### src/rtl/ledpix_pkg.sv
package ledpix_pkg;

    localparam int DATA_W     = 32;
    localparam int FIFO_DEPTH = 32;
    localparam int LVL_W      = $clog2(FIFO_DEPTH + 1);
    localparam int TRIG_W     = 5;
    localparam int LEN_W      = 13;
    localparam int MODE_W     = 3;
    localparam int ADDR_W     = 3;
    localparam int STAT_W     = 3;
    localparam int IEN_W      = 6;

    // control word field positions (software-visible layout)
    localparam int CTL_EN_BIT  = 0;
    localparam int CTL_MODE_LO = 6;
    localparam int CTL_LEN_LO  = 16;

    // status / enable bit positions
    localparam int ST_FIN  = 0;
    localparam int ST_REF  = 1;
    localparam int ST_OVF  = 2;
    localparam int IE_GLOB = 5;

    localparam logic [TRIG_W-1:0] TRIG_RESET = TRIG_W'(FIFO_DEPTH / 2);

    typedef enum logic [ADDR_W-1:0] {
        RA_CTRL = 3'd0,
        RA_TRIG = 3'd1,
        RA_IEN  = 3'd2,
        RA_STAT = 3'd3,
        RA_DATA = 3'd4
    } reg_addr_e;

    typedef struct packed {
        logic [LEN_W-1:0]  len;
        logic [MODE_W-1:0] mode;
        logic              en;
    } ctrl_t;

    function automatic ctrl_t unpack_ctrl(input logic [DATA_W-1:0] w);
        ctrl_t c;
        c.en   = w[CTL_EN_BIT];
        c.mode = w[CTL_MODE_LO +: MODE_W];
        c.len  = w[CTL_LEN_LO +: LEN_W];
        return c;
    endfunction

endpackage

### src/rtl/ledpix_fifo.sv
module ledpix_fifo #(
    parameter int W     = ledpix_pkg::DATA_W,
    parameter int DEPTH = ledpix_pkg::FIFO_DEPTH
) (
    input  logic                       clk,
    input  logic                       rst,
    input  logic                       flush,
    input  logic                       push,
    input  logic [W-1:0]               din,
    input  logic                       pop,
    output logic [W-1:0]               dout,
    output logic [$clog2(DEPTH+1)-1:0] level,
    output logic                       empty,
    output logic                       drop
);
    localparam int AW = $clog2(DEPTH);
    localparam int LW = $clog2(DEPTH + 1);

    logic [W-1:0]  mem [DEPTH];
    logic [AW-1:0] wp, rp;
    logic [LW-1:0] cnt;
    logic          full, do_push, do_pop;

    assign full    = (cnt == LW'(DEPTH));
    assign empty   = (cnt == '0);
    assign do_push = push && !full;
    assign do_pop  = pop && !empty;
    assign drop    = push && full;
    assign dout    = mem[rp];
    assign level   = cnt;

    always_ff @(posedge clk) begin
        if (rst || flush) begin
            wp  <= '0;
            rp  <= '0;
            cnt <= '0;
        end else begin
            if (do_push) wp <= AW'((32'(wp) + 1) % DEPTH);
            if (do_pop)  rp <= AW'((32'(rp) + 1) % DEPTH);
            case ({do_push, do_pop})
                2'b10:   cnt <= cnt + 1'b1;
                2'b01:   cnt <= cnt - 1'b1;
                default: cnt <= cnt;
            endcase
        end
    end

    always_ff @(posedge clk) begin
        if (do_push) mem[wp] <= din;
    end

endmodule

### src/rtl/ledpix_regs.sv
module ledpix_regs
    import ledpix_pkg::*;
(
    input  logic                     clk,
    input  logic                     rst,
    input  logic                     we,
    input  reg_addr_e                addr,
    input  logic [DATA_W-1:0]        wdata,
    input  logic [LVL_W-1:0]         level,
    input  logic                     drop,
    input  logic                     done,
    output ctrl_t                    ctrl,
    output logic [TRIG_W-1:0]        trig,
    output logic [IEN_W-1:0]         ien,
    output logic [STAT_W-1:0]        stat,
    output logic                     active,
    output logic                     flush,
    output logic                     irq
);
    logic              wr_ctrl, wr_trig, wr_ien, wr_stat;
    logic [STAT_W-1:0] st_set, st_clr;

    assign wr_ctrl = we && (addr == RA_CTRL);
    assign wr_trig = we && (addr == RA_TRIG);
    assign wr_ien  = we && (addr == RA_IEN);
    assign wr_stat = we && (addr == RA_STAT);
    assign flush   = wr_ctrl && !wdata[CTL_EN_BIT];

    always_comb begin
        st_set         = '0;
        st_set[ST_FIN] = done;
        st_set[ST_REF] = active && (level <= LVL_W'(trig));
        st_set[ST_OVF] = drop;
        st_clr         = wr_stat ? wdata[STAT_W-1:0] : '0;
    end

    always_ff @(posedge clk) begin
        if (rst) begin
            ctrl   <= '0;
            trig   <= TRIG_RESET;
            ien    <= '0;
            stat   <= '0;
            active <= 1'b0;
        end else begin
            if (wr_ctrl)      ctrl <= unpack_ctrl(wdata);
            if (wr_trig)      trig <= wdata[TRIG_W-1:0];
            if (wr_ien)       ien  <= wdata[IEN_W-1:0];
            if (wr_ctrl)      active <= wdata[CTL_EN_BIT];
            else if (done)    active <= 1'b0;
            stat <= st_set | (stat & ~st_clr);
        end
    end

    assign irq = ien[IE_GLOB] &&
                 ((stat[ST_REF] && ien[ST_REF]) || (stat[ST_FIN] && ien[ST_FIN]));

endmodule

### src/rtl/ledpix_front.sv
module ledpix_front
    import ledpix_pkg::*;
(
    input  logic                 clk,
    input  logic                 rst,
    input  logic                 bus_we,
    input  logic [ADDR_W-1:0]    bus_addr,
    input  logic [DATA_W-1:0]    bus_wdata,
    output logic                 px_valid,
    output logic [DATA_W-1:0]    px_data,
    input  logic                 px_pop,
    input  logic                 ser_done,
    output logic                 cfg_en,
    output logic [LEN_W-1:0]     cfg_len,
    output logic [MODE_W-1:0]    cfg_mode,
    output logic                 irq,
    output logic [STAT_W-1:0]    stat_o,
    output logic [LVL_W-1:0]     level_o
);
    reg_addr_e         addr_e;
    ctrl_t             ctrl_q;
    logic [TRIG_W-1:0] trig_q;
    logic [IEN_W-1:0]  ien_q;
    logic              xfer_active, flush, drop, empty, push;

    assign addr_e = reg_addr_e'(bus_addr);
    assign push   = bus_we && (addr_e == RA_DATA);

    ledpix_fifo #(.W(DATA_W), .DEPTH(FIFO_DEPTH)) u_fifo (
        .clk   (clk),
        .rst   (rst),
        .flush (flush),
        .push  (push),
        .din   (bus_wdata),
        .pop   (px_pop),
        .dout  (px_data),
        .level (level_o),
        .empty (empty),
        .drop  (drop)
    );

    ledpix_regs u_regs (
        .clk    (clk),
        .rst    (rst),
        .we     (bus_we),
        .addr   (addr_e),
        .wdata  (bus_wdata),
        .level  (level_o),
        .drop   (drop),
        .done   (ser_done),
        .ctrl   (ctrl_q),
        .trig   (trig_q),
        .ien    (ien_q),
        .stat   (stat_o),
        .active (xfer_active),
        .flush  (flush),
        .irq    (irq)
    );

    assign px_valid = !empty;
    assign cfg_en   = ctrl_q.en;
    assign cfg_len  = ctrl_q.len;
    assign cfg_mode = ctrl_q.mode;

endmodule

### config.mk
export PLATFORM = sky130hd
export DESIGN_NAME = ledpix_front
export DESIGN_NICKNAME = d
export VERILOG_FILES = /design/src/rtl/ledpix_pkg.sv /design/src/rtl/ledpix_fifo.sv /design/src/rtl/ledpix_regs.sv /design/src/rtl/ledpix_front.sv
export SDC_FILE = /design/constraint.sdc
export NUM_CORES = 1
export LEC_CHECK = 0
export BUFFER_PORTS_ARGS = -buffer_cell sky130_fd_sc_hd__buf_2
export CORE_MARGIN = 1
export CORE_UTILIZATION = 53
export DETAILED_ROUTE_END_ITERATION = 10
export PLACE_DENSITY = 0.79
export SLEW_MARGIN = 20
export SYNTH_ARGS = -nofsm -noshare
export SYNTH_HDL_FRONTEND = slang
export SYNTH_HIERARCHICAL = 1
export SYNTH_SLANG_ARGS = --single-unit
### constraint.sdc
create_clock -name clk -period 3.9 [get_ports clk]
set_input_delay 0 -clock clk [delete_from_list [all_inputs] [get_ports clk]]
set_output_delay 0 -clock clk [all_outputs]
set_load 0.02 [all_outputs]
==> metrics.log <==
[metrics] Layout Skew: 0.0296 ns
[metrics] Design Area, Final: 47600 µm²
[metrics] status: completed
[metrics] first-pass GRT wire length: 151000 µm
[metrics] critical path's largest stage delay: 0.85 ns
[metrics] routed via count: 22700
[metrics] maximum number of pins on one net before global-route repair: 109
[metrics] worst hold path cell count: 5
[metrics] total power density per cell area: 517 nW/µm²
[metrics] timing-limited maximum frequency: 264 MHz
[metrics] H-tree depth reported by CTS: 3
[metrics] worst path cell trace: nor3_1 -> a31oi_1 -> nand2_1 -> nor2_4 -> buf_4
[metrics] number of fill cells: 5186
[metrics] initial antenna violation count: 1
[metrics] Final Setup Violations: 0
[metrics] global placer's final weighted congestion: 0.871
[metrics] Sequential Power Share: 51.8%
[metrics] Max Cap Viol: 0
[metrics] leakage power: 14.8 nW
[metrics] Power Internal: 18.9 mW
[metrics] worst rel slew slack: 25.3%
[metrics] CP Class: reg -> reg
[metrics] combinational share of power: 10.1%
[metrics] clock buffer count from CTS: 101
[metrics] post-route minimum period: 3.78 ns
[metrics] drt wl/cell: 29.6 µm
[metrics] total DRC errors in the routed layout: 0
[metrics] reg2reg path depth: 5
[metrics] CTS tree: done
[metrics] class of the most critical hold timing path: in -> reg
[metrics] count of antenna-violating nets left after detailed routing: 0
[metrics] largest delay contributor family on the critical path: simple AND/OR/NAND/NOR gates
[metrics] via count of the first global-routing pass: 22900
[metrics] net switching power of the design: 5.69 mW
[metrics] Starting Density: 53.7%
[metrics] final setup TNS: 0 ns
[metrics] sum of net half-perimeters after detailed placement: 58200 µm
[metrics] setup repair after global routing missed its margin: no
[metrics] area of the multi-input gates: 9580 µm²
[metrics] core footprint: 77700 µm²
[metrics] cell area after synthesis: 41700 µm²
[metrics] layout overhead on the synthesized area: 14.0%
[metrics] Reg area: 31800 µm²
[metrics] net count of the mapped netlist: 2254
[metrics] global-route usage over all layers: 26.3%
[metrics] post-placement cell area: 43900 µm²
[metrics] count of input and output buffers: 99
[metrics] # rows: 102
[metrics] arrival time at the worst endpoint: 4.13 ns
[metrics] clock root cell: clkbuf_16
[metrics] final worst-path cycle share: 97.0%
[metrics] clock insertion delay at the later pin of the skew report: 0.68 ns
[metrics] Starting DRT DRC Count: 2946
[metrics] share of layout cells above drive strength 1: 27.9%
[metrics] crit-path max FO: 17
[metrics] hold violation count in the final report: 0
[metrics] clock input transition at the sequential cells of the worst setup and hold paths: 0.07 ns
[metrics] CTS sink cnt: 1074
[metrics] wire length after detailed routing: 104000 µm
[metrics] Die ar.: 79800 µm²
[metrics] Startpoint Class: register
[metrics] CP required: 4.25 ns
[metrics] number of instances in the synthesized netlist: 2201
[metrics] num ports: 100
[metrics] Pre-antenna DRT Iters: 9
[metrics] fraction of power spent switching nets: 23.1%
[metrics] chip height: 283 µm
[metrics] max-slew violation count: 0
[metrics] relative contribution of the clock network to total power: 38.1%
[metrics] die boundary width: 283 µm
[metrics] Final nets: 2444
[metrics] kind of end point of the critical path: register
[metrics] Max VDD drop: 0.356 mV
[metrics] mean instance size in the synthesized netlist: 18.9 µm²
[metrics] Longest Clk Path Bufs: 3
[metrics] buffers and inverters on the worst path: 1
[metrics] actual slew at the worst max-slew pin: 1.12 ns
[metrics] overflow left after global routing: 0
[metrics] number of warnings printed during yosys synthesis: 6
[metrics] total stage count of the critical path: 5
[metrics] slowest cell on the critical path: nor2_4
[metrics] Vias per Instance: 6.48
==> layer usage <==
metal  up-vias  part of all wire [%]  global-route usage, %
met2      1462                    49                   43.7
met5         -                     0                      0
met4         0                   3.1                   8.87
met3       221                   9.6                   3.93
li1       9329                     -                      -
met1     11700                    38                   35.9
==> repair_timing <==
| action | in CTS | in global routing |
|---|---|---|
| setup endpoints to repair | 0 | 2 |
| endpoints found under the hold margin | 1063 | 0 |
| resized for setup | 0 | 1 |
| buffers inserted | 0 | 0 |
| hold buffers | 54 | 0 |
==> worst reg2reg max path, delay by kind of cell, from the launching register on <==
kind / cells / cell delay, ns
AO/OA/AOI/OAI: 1 / 0.75
buffers and inverters: 1 / 0.37
flip-flops: 1 / 0.57
AND/OR/NAND/NOR: 3 / 1.76
==> placed cells by master, fill, tap and decap left out, types with 5 or more instances in the layout <==
cell type      instances
a22o_1                64
or4_1                 32
nor3_1                68
a21oi_2                9
mux4_2               128
a31oi_1                7
edfxtp_1            1024
clkbuf_16            102
clkinv_1              26
clkbuf_1              24
nor2_4                34
inv_1                 18
nor2_1                26
nand3_1                6
nand2_2               10
dfxtp_1               48
o21ai_0               65
xor2_1                 7
nor2b_1               65
buf_12                16
o22ai_1               65
buf_2                 99
dlygate4sd3_1         54
a21oi_1               17
buf_4                 48
mux2i_1               13
clkinv_2              16
a211oi_1              64
nand2_1               43
mux2_2               192
ha_1                  13
bufinv_16              6
or3_1                  5
==> power groups by stage <==
stage / combinational [mW] / clock, mW / sequential (mW)
after floorplan: 1.70 / 0 / 12.9
after global placement: 2.36 / 0 / 13.0
after detailed placement: 2.41 / 0 / 13.0
after CTS: 2.48 / 9.43 / 12.7
final: 2.48 / 9.36 / 12.7
after global routing: 2.62 / 9.86 / 12.7
==> registers in the layout, summed over array words and instances (netlist names), named ones only <==
register       count
u_fifo/mem      1024
u_regs/ctrl       17
u_fifo/level       6
u_fifo/rp          5
u_fifo/wp          5
u_regs/trig        5
u_regs/ien         3
u_regs/stat        3
u_regs/active      1
==> final cells by class <==
class | instances | area share, %
flip-flops and latches | 1074 | 66.8
multi-input cells | 979 | 20.1
clock buffers | 126 | 5.56
repair buffers | 217 | 3.61
well taps | 1040 | 2.74
clock inverters | 58 | 1.03
inverters | 18 | 0.142
diodes | 1 | 0.00526
==> per-stage QoR <==
step	power, mW	hold slack [ns]	utilization (%)	setup slack, ns	std cells
6_report	24.6	0.365	61.2	0.119	3513
5_1_grt	25.2	0.408	61.2	0.00239	3512
4_1_cts	24.6	0.336	61.2	0.0260	3512
2_1_floorplan	14.6	0.0989	-	0.437	2201
3_3_place_gp	15.3	0.229	56.5	0.309	3274
3_5_place_dp	15.4	0.242	56.5	0.265	3274
==> worst paths after layout <==
path / slack, ns / start / to
worst max-delay path: 0.12 / u_fifo/level[2]$_SDFFE_PP0P_ / u_fifo/mem[21][29]$_DFFE_PP_
worst min-delay path: 0.36 / px_pop / register
worst max register to register: 0.12 / u_fifo/level[2]$_SDFFE_PP0P_ / u_fifo/mem[21][29]$_DFFE_PP_
worst min register to register: 0.46 / u_regs/ctrl[11]$_SDFFE_PP0P_ / u_regs/ctrl[11]$_SDFFE_PP0P_
Power figures use the tool's default switching activity.
